**config.mk**
```make
export PLATFORM = sky130hd
export DESIGN_NAME = can_accept_filter
export DESIGN_NICKNAME = d
export VERILOG_FILES = /design/src/rtl/can_flt_pkg.sv /design/src/rtl/can_flt_single.sv /design/src/rtl/can_flt_dual.sv /design/src/rtl/can_accept_filter.sv
export SDC_FILE = /design/constraint.sdc
export NUM_CORES = 1
export LEC_CHECK = 0
export BUFFER_PORTS_ARGS = -buffer_cell sky130_fd_sc_hd__buf_2
export CORE_MARGIN = 8
export CORE_UTILIZATION = 30
export DETAILED_ROUTE_END_ITERATION = 10
export HOLD_SLACK_MARGIN = 0.08
export PLACE_DENSITY = 0.77
export SYNTH_ARGS = -nofsm -noshare
export SYNTH_HDL_FRONTEND = slang
export SYNTH_SLANG_ARGS = --single-unit
```
**constraint.sdc**
```tcl
create_clock -name clk -period 0.8 [get_ports clk]
set_clock_uncertainty 0.2 [all_clocks]
set_input_delay 0.04 -clock clk [delete_from_list [all_inputs] [get_ports clk]]
set_output_delay 0.04 -clock clk [all_outputs]
set_load 0.01 [all_outputs]
```
**src/rtl/can_flt_pkg.sv**
```systemverilog
package can_flt_pkg;
   localparam int unsigned EXT_ID_W  = 29;
   localparam int unsigned STD_ID_W  = 11;
   localparam int unsigned BYTE_W    = 8;
   localparam int unsigned DLC_W     = 4;
   localparam int unsigned CFG_BYTES = 4;
   localparam int unsigned CFG_W     = CFG_BYTES * BYTE_W;
   localparam int unsigned HALF_ID_W = 2 * BYTE_W;

   typedef struct packed {
      logic [EXT_ID_W-1:0] id;
      logic                ext;
      logic                rtr;
      logic [DLC_W-1:0]    dlc;
      logic [BYTE_W-1:0]   d0;
      logic [BYTE_W-1:0]   d1;
   } frame_t;
endpackage

```
**src/rtl/can_flt_single.sv**
```systemverilog
module can_flt_single
   import can_flt_pkg::*;
(
   input  frame_t           frm,
   input  logic [CFG_W-1:0] code,
   input  logic [CFG_W-1:0] mask,
   output logic             hit
);
   localparam int unsigned STD_CMP_W = STD_ID_W + 1;

   logic [BYTE_W-1:0] cb [CFG_BYTES];
   logic [BYTE_W-1:0] mb [CFG_BYTES];

   for (genvar k = 0; k < CFG_BYTES; k++) begin : g_split
      assign cb[k] = code[k*BYTE_W +: BYTE_W];
      assign mb[k] = mask[k*BYTE_W +: BYTE_W];
   end

   // extended layout: 29 id bits then rtr, two unused low bits
   logic [CFG_W-1:0] ext_obs, ext_exp, ext_dc;
   logic             ext_hit;
   assign ext_obs = {frm.id, frm.rtr, 2'b00};
   assign ext_exp = {cb[0], cb[1], cb[2], cb[3]};
   assign ext_dc  = {mb[0], mb[1], mb[2], mb[3]} | {{(CFG_W-2){1'b0}}, 2'b11};
   assign ext_hit = ((ext_obs ^ ext_exp) & ~ext_dc) == '0;

   // standard layout: 11 id bits then rtr
   logic [STD_CMP_W-1:0] std_obs, std_exp, std_dc;
   logic                 id_ok, d0_ok, d1_ok, no_data, std_hit;
   assign std_obs = {frm.id[STD_ID_W-1:0], frm.rtr};
   assign std_exp = {cb[0], cb[1][BYTE_W-1 -: 4]};
   assign std_dc  = {mb[0], mb[1][BYTE_W-1 -: 4]};
   assign id_ok   = ((std_obs ^ std_exp) & ~std_dc) == '0;
   assign d0_ok   = ((frm.d0 ^ cb[2]) & ~mb[2]) == '0;
   assign d1_ok   = ((frm.d1 ^ cb[3]) & ~mb[3]) == '0;
   assign no_data = frm.rtr || (frm.dlc == '0);

   always_comb begin
      std_hit = 1'b0;
      if (id_ok) begin
         if (no_data)
            std_hit = 1'b1;
         else if (frm.dlc < DLC_W'(2))
            std_hit = d0_ok;
         else
            std_hit = d0_ok && d1_ok;
      end
   end

   assign hit = frm.ext ? ext_hit : std_hit;
endmodule

```
**src/rtl/can_flt_dual.sv**
```systemverilog
module can_flt_dual
   import can_flt_pkg::*;
#(
   parameter int unsigned NBANK = 2
)(
   input  frame_t           frm,
   input  logic [CFG_W-1:0] code,
   input  logic [CFG_W-1:0] mask,
   output logic             hit
);
   localparam int unsigned STD_CMP_W = STD_ID_W + 1;
   localparam int unsigned NIB_W     = BYTE_W / 2;

   if (NBANK * 2 != CFG_BYTES) begin : g_bad_bank
      $error("can_flt_dual: NBANK must use the code bytes in pairs");
   end

   logic [BYTE_W-1:0] cb [CFG_BYTES];
   logic [BYTE_W-1:0] mb [CFG_BYTES];
   logic [NBANK-1:0]  bank_hit;

   for (genvar k = 0; k < CFG_BYTES; k++) begin : g_split
      assign cb[k] = code[k*BYTE_W +: BYTE_W];
      assign mb[k] = mask[k*BYTE_W +: BYTE_W];
   end

   for (genvar g = 0; g < NBANK; g++) begin : g_bank
      logic [HALF_ID_W-1:0] ext_exp, ext_dc;
      logic [STD_CMP_W-1:0] std_exp, std_dc, std_obs;
      logic                 ext_ok, std_ok, dat_ok;

      assign ext_exp = {cb[2*g], cb[2*g+1]};
      assign ext_dc  = {mb[2*g], mb[2*g+1]};
      assign ext_ok  = ((frm.id[EXT_ID_W-1 -: HALF_ID_W] ^ ext_exp) & ~ext_dc) == '0;

      assign std_obs = {frm.id[STD_ID_W-1:0], frm.rtr};
      assign std_exp = {cb[2*g], cb[2*g+1][BYTE_W-1 -: 4]};
      assign std_dc  = {mb[2*g], mb[2*g+1][BYTE_W-1 -: 4]};
      assign std_ok  = ((std_obs ^ std_exp) & ~std_dc) == '0;

      if (g == 0) begin : g_with_data
         logic [BYTE_W-1:0] d_exp, d_dc;
         assign d_exp  = {cb[1][NIB_W-1:0], cb[3][NIB_W-1:0]};
         assign d_dc   = {mb[1][NIB_W-1:0], mb[3][NIB_W-1:0]};
         assign dat_ok = ((frm.d0 ^ d_exp) & ~d_dc) == '0;
      end else begin : g_id_only
         assign dat_ok = 1'b1;
      end

      assign bank_hit[g] = frm.ext ? ext_ok : (std_ok && dat_ok);
   end

   assign hit = |bank_hit;
endmodule

```
**src/rtl/can_accept_filter.sv**
```systemverilog
module can_accept_filter
   import can_flt_pkg::*;
#(
   parameter int unsigned ID_W   = EXT_ID_W,
   parameter int unsigned DATA_W = BYTE_W,
   parameter int unsigned LEN_W  = DLC_W,
   parameter int unsigned CODE_W = CFG_W
)(
   input  logic              clk,
   input  logic              rst_n,
   input  logic              frm_valid,
   input  logic [ID_W-1:0]   frm_id,
   input  logic              frm_ext,
   input  logic              frm_rtr,
   input  logic [LEN_W-1:0]  frm_dlc,
   input  logic [DATA_W-1:0] frm_data0,
   input  logic [DATA_W-1:0] frm_data1,
   input  logic [CODE_W-1:0] cfg_code,
   input  logic [CODE_W-1:0] cfg_mask,
   input  logic              cfg_single,
   input  logic              cfg_enh,
   output logic              acc_valid,
   output logic              acc_hit
);
   if (ID_W != EXT_ID_W) begin : g_bad_id
      $error("can_accept_filter: ID_W must be 29");
   end
   if (DATA_W != BYTE_W || CODE_W != CFG_W) begin : g_bad_byte
      $error("can_accept_filter: byte layout must be 4 x 8 bits");
   end
   if (LEN_W != DLC_W) begin : g_bad_dlc
      $error("can_accept_filter: LEN_W must be 4");
   end

   frame_t frm;
   assign frm = '{id: frm_id, ext: frm_ext, rtr: frm_rtr, dlc: frm_dlc,
                  d0: frm_data0, d1: frm_data1};

   logic single_hit, dual_hit, decide;

   can_flt_single u_single (
      .frm  (frm),
      .code (cfg_code),
      .mask (cfg_mask),
      .hit  (single_hit)
   );

   can_flt_dual #(.NBANK(CFG_BYTES/2)) u_dual (
      .frm  (frm),
      .code (cfg_code),
      .mask (cfg_mask),
      .hit  (dual_hit)
   );

   always_comb begin
      if (!cfg_enh)       decide = 1'b1;
      else if (cfg_single) decide = single_hit;
      else                 decide = dual_hit;
   end

   always_ff @(posedge clk or negedge rst_n) begin
      if (!rst_n) begin
         acc_valid <= 1'b0;
         acc_hit   <= 1'b0;
      end else begin
         acc_valid <= frm_valid;
         acc_hit   <= frm_valid && decide;
      end
   end


   valid_lat_chk: assert property (@(posedge clk) disable iff (!rst_n)
      frm_valid |=> acc_valid);

   valid_idle_chk: assert property (@(posedge clk) disable iff (!rst_n)
      !frm_valid |=> !acc_valid);

   hit_gate_chk: assert property (@(posedge clk) disable iff (!rst_n)
      !acc_valid |-> !acc_hit);

   bypass_chk: assert property (@(posedge clk) disable iff (!rst_n)
      (frm_valid && !cfg_enh) |=> acc_hit);

   single_ext_dc_chk: assert property (@(posedge clk) disable iff (!rst_n)
      (frm_valid && cfg_enh && cfg_single && frm_ext && (&cfg_mask)) |=> acc_hit);

   single_rtr_chk: assert property (@(posedge clk) disable iff (!rst_n)
      (frm_valid && cfg_enh && cfg_single && !frm_ext && frm_rtr
       && (&cfg_mask[2*BYTE_W-1:0])) |=> acc_hit);

   dual_ext_dc_chk: assert property (@(posedge clk) disable iff (!rst_n)
      (frm_valid && cfg_enh && !cfg_single && frm_ext
       && (&cfg_mask[2*BYTE_W-1:0])) |=> acc_hit);
endmodule

```
==> summary.md, run 1 <==
| Metric | Value |
|---|---|
| Outcome | finished with violations |
| Worst Max-Slew Pin Slew | 337.8 ps |
| Crit path max fanout | 2 |
| Number of routed nets with antenna violations | 0 |
| Final HPWL DP | 6.659 mm |
| Hold depth | 1 |
| CORE AREA | 4786 um^2 |
| Total track usage | 18.74% |
| Initial Util | 31.40% |
| Final wirelength | 7.305 mm |
| DIE WIDTH | 86.78 um |
| Fin nets | 444 |
| Fin crit share | 172.8% |
| Register area share after synthesis | 3.331% |
| GP Congestion | 0.8893 |
| CP required | 750 ps |
| Tmin final | 1382 ps |
| Initial DRC Count | 56 |
| Final hold slack | -236.5 ps |
| DRC viols | 0 |
| IO buf count | 121 |
| DR WL/cell | 18.78 um |
| Clk buf depth | 2 |
| Hold crit path type | input pin to register |
| Peak VDD IR | 0.0004180 V |
| Total congestion overflow | 0 |
| WP data arrival | 1330 ps |
| Vias per inst | 5.005 |
| Netlist cell types | 20 |
| Largest net degree at the start of global routing | 5 |
| Ant diodes | 0 |
| # IOs | 122 |
| Pwr Total | 2.069 mW |
| Syn Nets | 308 |
| CTS root buffer | clkbuf_8 |
| Register area | 50.05 um^2 |
| Multi-input logic area | 1436 um^2 |
| CP Capture Type | register |
| Clk sinks | 2 |
| Metal1 wirelength | 3.012 mm |
| Max Fclk | 723.5 MHz |
| Fill cells | 499 |
| Layout area overhead | 61.86% |
| Post-layout util | 50.82% |
| Synth warn | 0 |
| Share of cells above drive strength 1 | 52.17% |
| Synthesized area | 1503 um^2 |
| CTS Buf Count | 3 |
| Initial antenna violation count | 0 |
| Routed via count | 1947 |
| Failing checks | negative hold slack, negative setup slack |
| Synthesis-stage register bit count | 2 |
| Post-synthesis cell count | 188 |
| TritonCTS clock tree | done |
| Max cap viols | 0 |
| Die area | 7530 um^2 |
| Crit path launch type | input pin |
| Vias in the first global route | 2232 |
| Slew headroom | 77.48% |
| Pleak | 1.010 nW |
| Crit Path Category | input pin to register |
| Max Used Layer | met4 |
| Vert. Die Dim | 86.78 um |
| Clock transition at path regs | 30 ps |
| RSZ-0062 raised after global routing | yes |
| Row count | 25 |
| CTS H-tree lvls | 1 |
| Max-slew violations | 0 |
| Worst setup margin | -582.2 ps |
| First-pass GRT wire length | 11.03 mm |
| Post-Syn Area per Cell | 7.993 um^2 |
| WL met3 | 495 um |
| Final Hold Fails | 4 |
| WL met2 | 3.697 mm |
| Final setup fails | 3 |
| Total power per unit cell area | 850.4 nW/um^2 |
| DR pass1 iterations | 4 |
| Hold_buf cts | 1 |
timing repair:
action / in CTS / in global routing
endpoints found under the hold margin: 4 / 4
setup buffers: 0 / 0
endpoints found under the setup margin: 3 / 3
pin swaps: 16 / 1
resized for setup: 14 / 5
flip-flops by register name (all words and copies together) (netlist names):
signal / count
acc_valid: 1
acc_hit: 1
through the flow:
| step | area, um^2 | hold WS [ps] | TNS (ps) | cells | worst slack (ps) |
|---|---|---|---|---|---|
| CTS | 2400 | -241.3 | -806.4 | 389 | -529.3 |
| detailed placement | 2257 | -370.8 | -834.3 | 385 | -834.3 |
| floorplan | 1509 | -455.6 | -495.0 | 188 | -495.0 |
| finish | 2432 | -236.5 | -849.9 | 389 | -582.2 |
| global placement | 2257 | -371.6 | -801.8 | 385 | -801.8 |
| global route | 2432 | -236.6 | -964.8 | 389 | -655.1 |
logic make-up after synthesis:
logic type / after synthesis / share of synthesized area (%)
AO/OA/AOI/OAI: 50 / 21.15
XOR/XNOR: 94 / 56.29
buffers and inverters: 15 / 8.243
flip-flops: 2 / 3.331
AND/OR/NAND/NOR: 27 / 10.99
cell usage after synthesis (all sizes together):
cell type  instances  area (um^2)
xnor2             94        845.8
o22ai             45        281.5
buf               14        120.1
nor4              14        108.9
nand2              5        18.77
nor2               5        18.77
dfrtp              2        50.05
a21boi             1        7.510
a21oi              1        5.000
inv                1        3.750
nand3              1        5.000
nand4b             1        8.760
nor3               1        5.000
o211ai             1        7.510
o21ai              1        5.000
o221a              1        11.26
cell type report:
class / count / share of cell area [%]
inverter: 1 / 0.1543
multi-input combinational: 171 / 59.05
clock buffer: 3 / 1.698
tap: 67 / 3.447
timing repair buffer: 145 / 33.59
sequential: 2 / 2.058
power by group:
group	switching (mW)	internal [mW]	leakage, nW	total, mW
clock network	0.0972	0.320	0.0216	0.417
registers	0.00210	0.108	0.0244	0.110
logic	0.726	0.816	0.964	1.54
total	0.825	1.24	1.01	2.07
worst max-delay path, cell delays in order:
cell,delay (ps)
buf_2,120
xnor2_1,180
o22ai_1,150
nor4_1,290
nand2_1,130
o211ai_1,200
o221a_1,220
cell usage in the layout, fill, tap and decap left out, drive strengths merged:
master	instances
buf	144
xnor2	94
o22ai	45
nor4	14
nor2	5
nand2	5
clkbuf	3
dfrtp	2
inv	1
nor3	1
a21oi	1
o21ai	1
o211ai	1
nand3	1
nand4b	1
a21boi	1
o221a	1
dlygate4sd3	1
worst paths after layout:
kind / end / slack, ps / start
worst max-delay path: acc_hit$_DFF_PN0_ / -580 / cfg_code[8]
worst min-delay path: acc_valid$_DFF_PN0_ / -240 / frm_valid
max in group asynchronous: acc_valid$_DFF_PN0_ / 360 / rst_n
min in group asynchronous: acc_hit$_DFF_PN0_ / -60 / rst_n
routing by layer:
metal	vias to the layer above	track usage, %
met1	896	21.95
met4	0	4.382
met5	-	0
li1	957	-
met2	84	33.75
met3	10	3.686
(Power assumes the default switching activity.)
==> run 2: changes to the inputs <==
- PLACE_DENSITY: 0.77 -> 0.74
- clock period: 0.8 -> 1.3 ns (I/O delays scaled with it)
==> summary.md, run 2 (synthesis results as in run 1) <==
| Metric | Value |
|---|---|
| Share of cells above drive strength 1 | 50.00% |
| Clk network pwr share | 20.1% |
| Ant diodes | 0 |
| Crit path max fanout | 2 |
| Row count | 25 |
| Biggest regs | acc_hit x1, acc_valid x1 |
| Total track usage | 18.14% |
| Peak VDD IR | 0.0004314 V |
| # Post-CTS Setup Buffers | 0 |
| Total power per unit cell area | 517.7 nW/um^2 |
| Final Hold Fails | 0 |
| Max Used Layer | met4 |
| Routed via count | 1912 |
| Pleak | 0.9884 nW |
| DR WL/cell | 18.05 um |
| Fin crit share | 102.2% |
| Crit path launch type | input pin |
| Outcome | finished with violations |
| Max Fclk | 752.4 MHz |
| TritonCTS clock tree | done |
| CTS root buffer | clkbuf_8 |
| P_int | 755.9 uW |
| Final wirelength | 7.021 mm |
| DIE WIDTH | 86.78 um |
| CP required | 1250 ps |
| Initial Util | 31.40% |
| # IOs | 122 |
| Reg power frac | 5.4% |
| Cell total after placement | 381 |
| Clock transition at path regs | 30 ps |
| Sw Pwr | 491.0 uW |
| RSZ-0062 raised after global routing | yes |
| Crit Path Category | input pin to register |
| First-pass GRT wire length | 10.72 mm |
| Layout area overhead | 60.28% |
| Total congestion overflow | 0 |
| DRC viols | 0 |
| Metal1 wirelength | 2.958 mm |
| Clk buf depth | 2 |
| Vias per inst | 4.915 |
| CORE AREA | 4786 um^2 |
| Most common cell after layout, fill and taps aside | buf_2 |
| Clk sinks | 2 |
| Failing checks | negative setup slack |
| Final Non-Filler Cells | 389 |
| Vert. Die Dim | 86.78 um |
| WL met2 | 3.412 mm |
| Final HPWL DP | 6.345 mm |
| Sw Share | 39.38% |
| DR pass1 iterations | 4 |
| Post-layout util | 50.33% |
| IO buf count | 121 |
| Combinational fraction of design power | 74.5% |
| Hold crit path type | input pin to register |
| Max cap viols | 0 |
| Number of routed nets with antenna violations | 0 |
| Largest net degree at the start of global routing | 5 |
| Most frequent cells in the layout | 120 x buf_2, 86 x xnor2_1, 42 x o22ai_1, 19 x buf_4, 8 x xnor2_2 |
| Tmin final | 1329 ps |
| Vias in the first global route | 2180 |
| GP Congestion | 0.9564 |
| CTS Buf Count | 3 |
| CTS H-tree lvls | 1 |
| CP Capture Type | register |
| Fin nets | 444 |
| WL met3 | 547 um |
| Final setup fails | 1 |
| Worst setup margin | -29.13 ps |
| Initial antenna violation count | 0 |
| Max-slew violations | 0 |
| Worst Max-Slew Pin Slew | 299.5 ps |
| Die area | 7530 um^2 |
| Slew headroom | 79.85% |
| WP data arrival | 1280 ps |
| Initial DRC Count | 90 |
-- run 2: path summary, 6_finish.rpt --
check,startpoint,to,slack [ps],cells past startpoint
min in group asynchronous,rst_n,acc_valid$_DFF_PN0_,510,3
max in group asynchronous,rst_n,acc_hit$_DFF_PN0_,260,3
min,frm_ext,acc_hit$_DFF_PN0_,190,5
max,frm_id[21],acc_hit$_DFF_PN0_,-30,7
-- run 2: power by group through the flow --
stage	Combinational [mW]	Clock, mW	Sequential [mW]
CTS	0.895	0.255	0.0677
global route	1.00	0.267	0.0678
global placement	0.871	0	0.0683
floorplan	0.470	0	0.0703
detailed placement	0.870	0	0.0683
finish	0.929	0.250	0.0677
-- run 2: critical path, stage by stage --
cell      delay, ps
buf_2           120
xnor2_1         210
o22ai_1         140
nor4_2          310
nand2_1          80
a21boi_1        160
o221a_1         180
-- run 2: final cells by class --
| cell class | count | area, um^2 |
|---|---|---|
| repair buffers | 145 | 813.3 |
| well taps | 67 | 83.83 |
| clock buffers | 3 | 41.29 |
| multi-input cells | 171 | 1416 |
| fillers | 490 | 2377 |
| flip-flops and latches | 2 | 50.05 |
| inverters | 1 | 3.754 |
-- run 2: timing repair --
action,4_1_cts,5_1_grt
resized for setup,3,11
endpoints found under the hold margin,4,0
hold buffers,5,0
pin swaps,2,6
setup endpoints to repair,1,1
-- run 2: routing by layer --
| metal | vias up | track usage (%) |
|---|---|---|
| met5 | - | 0 |
| li1 | 952 | - |
| met3 | 10 | 3.970 |
| met1 | 865 | 22.52 |
| met4 | 0 | 3.756 |
| met2 | 85 | 30.97 |
-- run 2: per-stage QoR --
step | TNS (ps) | setup slack [ps] | hold slack (ps) | area, um^2 | power, mW
finish | -29.13 | -29.13 | 186.6 | 2409 | 1.247
global route | -139.9 | -139.9 | 201.6 | 2409 | 1.336
detailed placement | -274.3 | -274.3 | -349.3 | 2227 | 0.9383
CTS | -44.64 | -44.64 | 184.6 | 2337 | 1.218
floorplan | -19.95 | -19.95 | -430.6 | 1509 | 0.5407
global placement | -301.2 | -301.2 | -349.4 | 2227 | 0.9398
